===== config.mk =====
export PLATFORM = sky130hd
export DESIGN_NAME = spi_rate_div
export DESIGN_NICKNAME = d
export VERILOG_FILES = /design/src/rtl/spi_rate_pkg.sv /design/src/rtl/spi_rate_reg.sv /design/src/rtl/spi_rate_decode.sv /design/src/rtl/spi_half_cnt.sv /design/src/rtl/spi_rate_div.sv
export SDC_FILE = /design/constraint.sdc
export NUM_CORES = 1
export LEC_CHECK = 0
export BUFFER_PORTS_ARGS = -buffer_cell sky130_fd_sc_hd__buf_2
export CAP_MARGIN = 20
export CORE_ASPECT_RATIO = 0.6
export CORE_MARGIN = 2
export CORE_UTILIZATION = 60
export DETAILED_ROUTE_END_ITERATION = 12
export PLACE_DENSITY_LB_ADDON = 0.2
export SYNTH_ARGS = -nofsm -noshare
export SYNTH_HDL_FRONTEND = slang
export SYNTH_SLANG_ARGS = --single-unit

===== constraint.sdc =====
create_clock -name clk -period 7.99 [get_ports clk]
set_clock_uncertainty 0.15 [all_clocks]
set_input_delay 0.799 -clock clk [delete_from_list [all_inputs] [get_ports clk]]
set_output_delay 0.799 -clock clk [all_outputs]
set_load 0.02 [all_outputs]

===== src/rtl/spi_rate_pkg.sv =====
package spi_rate_pkg;
  // Rate register layout; the shift engine and software depend on these positions
  localparam int unsigned RATE_W  = 8;
  localparam int unsigned PRE_W   = 3;
  localparam int unsigned SEL_W   = 3;
  localparam int unsigned PRE_LSB = 4;
  localparam int unsigned SEL_LSB = 0;
  // Largest half period is 2^PRE_W * 2^(2^SEL_W - 1); one extra bit holds it
  localparam int unsigned CNT_W   = PRE_W + (1 << SEL_W);

  typedef struct packed {
    logic [PRE_W-1:0] pre;
    logic [SEL_W-1:0] sel;
  } rate_fields_t;
endpackage


===== src/rtl/spi_rate_reg.sv =====
module spi_rate_reg
  import spi_rate_pkg::*;
(
  input  logic              clk,
  input  logic              rst_n,
  input  logic              wr_en,
  input  logic [RATE_W-1:0] wr_data,
  input  logic              is_master,
  input  logic              xfer_active,
  output rate_fields_t      fields_o,
  output logic [RATE_W-1:0] rdata_o,
  output logic              restart_o,
  output logic              abort_o
);
  rate_fields_t fields_q, fields_d, wr_fields;
  logic         abort_q, abort_d, changed;

  assign wr_fields.pre = wr_data[PRE_LSB +: PRE_W];
  assign wr_fields.sel = wr_data[SEL_LSB +: SEL_W];

  always_comb begin
    changed   = wr_en && (wr_fields != fields_q);
    restart_o = changed && is_master && xfer_active;
    abort_d   = restart_o;
    fields_d  = fields_q;
    if (wr_en) fields_d = wr_fields;
  end

  always_ff @(posedge clk or negedge rst_n) begin
    if (!rst_n) begin
      fields_q <= '0;
      abort_q  <= 1'b0;
    end else begin
      fields_q <= fields_d;
      abort_q  <= abort_d;
    end
  end

  always_comb begin
    rdata_o = '0;
    rdata_o[PRE_LSB +: PRE_W] = fields_q.pre;
    rdata_o[SEL_LSB +: SEL_W] = fields_q.sel;
  end

  assign fields_o = fields_q;
  assign abort_o  = abort_q;


  rate_hold_chk: assert property (@(posedge clk) disable iff (!rst_n)
    !wr_en |=> $stable(rdata_o));

  abort_cause_chk: assert property (@(posedge clk) disable iff (!rst_n)
    abort_o |-> $past(is_master && xfer_active && wr_en));
endmodule


===== src/rtl/spi_rate_decode.sv =====
module spi_rate_decode
  import spi_rate_pkg::*;
(
  input  rate_fields_t     fields_i,
  input  logic             is_master,
  output logic [CNT_W-1:0] half_len_o,
  output logic             slave_bad_o
);
  logic [CNT_W-1:0] mult;

  always_comb begin
    mult        = CNT_W'(fields_i.pre) + CNT_W'(1);
    half_len_o  = mult << fields_i.sel;
    slave_bad_o = !is_master && (fields_i.pre == '0) && (fields_i.sel == '0);
  end
endmodule


===== src/rtl/spi_half_cnt.sv =====
module spi_half_cnt #(
  parameter int unsigned CNT_W = 11
) (
  input  logic             clk,
  input  logic             rst_n,
  input  logic             run_i,
  input  logic             restart_i,
  input  logic [CNT_W-1:0] half_len_i,
  output logic             tick_o
);
  logic [CNT_W-1:0] cnt_q, cnt_d;
  logic             tick_q, tick_d;
  logic [CNT_W-1:0] last_val;

  assign last_val = half_len_i - CNT_W'(1);

  always_comb begin
    cnt_d  = cnt_q;
    tick_d = 1'b0;
    if (!run_i || restart_i) begin
      cnt_d = '0;
    end else if (cnt_q == last_val) begin
      cnt_d  = '0;
      tick_d = 1'b1;
    end else begin
      cnt_d = cnt_q + CNT_W'(1);
    end
  end

  always_ff @(posedge clk or negedge rst_n) begin
    if (!rst_n) begin
      cnt_q  <= '0;
      tick_q <= 1'b0;
    end else begin
      cnt_q  <= cnt_d;
      tick_q <= tick_d;
    end
  end

  assign tick_o = tick_q;


  cnt_in_range_chk: assert property (@(posedge clk) disable iff (!rst_n)
    cnt_q < half_len_i);

  tick_wraps_chk: assert property (@(posedge clk) disable iff (!rst_n)
    tick_q |-> (cnt_q == '0));

  tick_idle_chk: assert property (@(posedge clk) disable iff (!rst_n)
    !run_i |=> !tick_q);
endmodule


===== src/rtl/spi_rate_div.sv =====
module spi_rate_div
  import spi_rate_pkg::*;
(
  input  logic              clk,
  input  logic              rst_n,
  input  logic              is_master,
  input  logic              xfer_active,
  input  logic              rate_wr_en,
  input  logic [RATE_W-1:0] rate_wr_data,
  output logic [RATE_W-1:0] rate_rdata,
  output logic              half_tick,
  output logic              xfer_abort,
  output logic              slave_rate_bad
);
  rate_fields_t     fields;
  logic [CNT_W-1:0] half_len;
  logic             restart;
  logic             run;

  assign run = is_master && xfer_active;

  spi_rate_reg reg_i (
    .clk         (clk),
    .rst_n       (rst_n),
    .wr_en       (rate_wr_en),
    .wr_data     (rate_wr_data),
    .is_master   (is_master),
    .xfer_active (xfer_active),
    .fields_o    (fields),
    .rdata_o     (rate_rdata),
    .restart_o   (restart),
    .abort_o     (xfer_abort)
  );

  spi_rate_decode dec_i (
    .fields_i    (fields),
    .is_master   (is_master),
    .half_len_o  (half_len),
    .slave_bad_o (slave_rate_bad)
  );

  spi_half_cnt #(.CNT_W(CNT_W)) cnt_i (
    .clk        (clk),
    .rst_n      (rst_n),
    .run_i      (run),
    .restart_i  (restart),
    .half_len_i (half_len),
    .tick_o     (half_tick)
  );


  abort_no_tick_chk: assert property (@(posedge clk) disable iff (!rst_n)
    xfer_abort |-> !half_tick);
endmodule


==> run summary <==
In this run, synthesis inferred 0 flip-flops with an integrated enable. The area share of the largest cell type after synthesis was 27.03%. For this block, the initial DRC count from the detailed router was 170. The critical-path maximum fanout came out at 13. After synthesis, the most frequently instantiated cells are sky130_fd_sc_hd__xnor2_1 (21), sky130_fd_sc_hd__dfrtp_1 (19), sky130_fd_sc_hd__nand2_1 (18). The synthesized instance count was 208; the die boundary height was 45.94 um.

The fill cell instance count of the final layout is 224, and the detailed-route via count is 1620. In this run the horizontal extent of the chip is 73.91 um. CTS placed an instance of sky130_fd_sc_hd__clkbuf_8 at the clock tree root.

The clock edge transition at the registers on the reported setup and hold paths is 80 ps. The critical path starts at reg_i.fields_o[3]. Number of iterations in the first detailed-routing pass: 5. For the number of nets still failing antenna checks after routing, the log shows 0. The highest-delay cell along the critical path was sky130_fd_sc_hd__a311oi_2. Gates resized during post-CTS repair numbered 0. H-tree depth: 1. For this configuration, the core starts out at a cell density of 62.08%. The later pin in the worst-skew pair is clocked with a latency of 260 ps.

Across the run, the number of max-cap violations was 0. The run gives 24 as the top-level I/O count. The row count came out at 15. The worst setup path is of the reg2reg kind. The distinct cell type count of the synthesized netlist came out at 55. The pre-CTS setup slack is 4248 ps.

Across the whole layout, storage elements account for 475.5 sq um. The post-layout minimum cycle time was 3867 ps; the routed length per instance was 16.07 um. The total count of hold-check failures in the final report was 0.

The routed design has 4.147 mm of wire. The startpoint type of the worst setup path is a flip-flop. The final standard cell area without fillers is 1873 sq um, and the number of buffer cells added on primary ports is 19.

In this run the cell area measured after placement is 1824 sq um. Required time reported for the critical path endpoint: 8040 ps. The slew at the pin with the worst max-slew slack was 876.7 ps.

Setup violations remaining at the end of the flow were counted as 0. Dividing the final minimum period by the clock period gives 48.39%. The endpoint class of the critical path was a flip-flop. CTS buffer count: 3. The routed via count divided by cell count was 6.279. The run gives 2834 sq um as the area of the core. For this design, the sink count on the clock tree is 19.

Summing every instance area after synthesis gives 1759 sq um. The post-route netlist has 17.59% of its cells at a drive strength greater than 1. Setup total negative slack on the finished layout was measured at 0 ps.

For the final count of pins violating max slew, the log shows 0. Measured against its own limit, the worst slew margin works out to 41.55%. The routability congestion estimate came out at 0.8768.

The final global-route overflow total came out at 0. The cell type with the highest aggregate area in the netlist is sky130_fd_sc_hd__dfrtp_1. The average size of a mapped cell is 8.458 sq um, and the post-synthesis to final-layout area growth is 6.472%. The min-delay analysis places its worst path in the category in2async. Synthesis inferred 19 register bits.

The number of hold buffers added after CTS was 0. For the final critical-path setup slack, the log shows 4123 ps. The multi-input combinational cells in the finished layout cover a total of 1182 sq um. Timing would allow up to 0.2586 GHz.

For the highest ir drop seen on vdd, the log shows 0.1181 mV. In the synthesized netlist the dominant register cell turns out to be sky130_fd_sc_hd__dfrtp_1. The run gives 3920 ps as the data arrival time of the critical path. The portion of the post-synthesis area used by sequential elements came out at 27.03%. The tools report the number of warnings issued by yosys as 0.

On the worst path, the slowest cell contributes a delay of 790 ps. The tools report the initial antenna violation count as 0. The logs give 234 for the final-stage net count and 0.7777 nW for the leakage power summed over all cells. The worst register-to-register path begins at reg_i.fields_o[3]. Setup repair after global routing left no endpoint under its margin. The tools report the total power as 0.2915 mW. The run finished with clean final reports. After detailed routing, the number of remaining DRC violations is 0. Yosys instantiated no cell more often than sky130_fd_sc_hd__xnor2_1.

The logs give 25 for the maximum number of pins on one net before global-route repair and 0 for the setup fix buffers added after clock tree synthesis. The maximum clock path buffer count was 2. TritonCTS built the clock tree.

Traced cell by cell, the critical path runs through inv_1 > ha_1 > nor2b_1 > o21ai_0 > ha_1 > o21ai_1 > or3_1 > a311oi_2 > and3_2. The via count of the first global-routing pass was 1384. Ranked by total cell area, the synthesized netlist is headed by sky130_fd_sc_hd__dfrtp_1 (27%), sky130_fd_sc_hd__xnor2_1 (10%), sky130_fd_sc_hd__nand3_1 (4.3%). The library cell appearing most often on the critical path was sky130_fd_sc_hd__ha_1.

The overall global routing resource usage was 27.29%; the placed wire-length estimate was 3.085 mm. The first global-routing pass estimated 6.913 mm of wire. The total inserted antenna cells came out at 0.

The die covers 3395 sq um. Counting flops with an async set or reset pin after synthesis yields a share of 100.0%. Power spread over the standard cell area amounts to 155.6 nW/um^2.
## final timing paths
check                                    end  slack, ps  depth (start not counted)
hold / removal             reg_i.fields_o[0]        310                          1
min in group clk             cnt_i.cnt_q[10]        460                          3
setup / recovery                cnt_i.tick_o       4120                          9
max in group asynchronous     cnt_i.cnt_q[4]       7090                          1
setup reg to reg                cnt_i.tick_o       4120                          9
hold reg to reg              cnt_i.cnt_q[10]        460                          3
## cell type report
type                    count  area share, %
inverters                   5          1.002
multi-input cells         169          63.13
clock buffers               3          2.204
clock inverters             1         0.4008
flip-flops and latches     19          25.38
well taps                  42          2.806
repair buffers             19          5.077
## per-layer routing
| layer | up-vias | track usage [%] | share of wire, % | wire [um] |
|---|---|---|---|---|
| li1 | 764 | - | - | - |
| met1 | 763 | 41.22 | 47 | 1945 |
| met2 | 83 | 38.04 | 43 | 1769 |
| met3 | 10 | 6.858 | 8.8 | 366 |
| met4 | 0 | 8.000 | 1.6 | 65 |
| met5 | - | 0 | 0 | 0 |
## state kept, by name (all words and copies together) (netlist names)
signal          flops
cnt_i.cnt_q        11
reg_i.abort_o       1
cnt_i.tick_o        1
reg_i.fields_o      6
## cells by family after synthesis
kind of cell    share of synthesized area (%)
other cells                            0.2132
xor+xnor                                16.64
compound gates                          22.19
simple gates                            22.62
buf+inv                                 5.974
flops                                   27.03
fa+ha+maj                               2.845
mux                                     2.489
## critical path: cells and delay by family, from the launching register on
kind            cells  cell delay (ps)
buf+inv             1              180
flops               1              610
simple gates        3              900
compound gates      3             1160
fa+ha+maj           2              800
## through the flow
stage          std cells  hold slack, ps  util, %
2_1_floorplan        209           353.4        -
3_3_place_gp         254           445.1    64.37
3_5_place_dp         254           439.4    64.37
4_1_cts              258           320.1    66.09
5_1_grt              258           338.4    66.09
6_report             258           308.5    66.09
## power by group
group	switching [mW]	internal (mW)	total (mW)
registers	0.0146	0.0992	0.114
logic	0.0637	0.0440	0.108
clock network	0.0347	0.0352	0.0699
## layout by cell type (no fill, tap or decap), types with 4 or more instances in the layout
cell type,count
sky130_fd_sc_hd__nand2_1,18
sky130_fd_sc_hd__inv_1,5
sky130_fd_sc_hd__nand3_1,15
sky130_fd_sc_hd__xnor2_1,21
sky130_fd_sc_hd__buf_2,19
sky130_fd_sc_hd__a21oi_1,13
sky130_fd_sc_hd__o21ai_0,12
sky130_fd_sc_hd__and3_1,6
sky130_fd_sc_hd__nor2_1,9
sky130_fd_sc_hd__nand2b_1,7
sky130_fd_sc_hd__ha_1,4
sky130_fd_sc_hd__xor2_1,8
sky130_fd_sc_hd__dfrtp_1,19
Power figures use the tool's default switching activity.
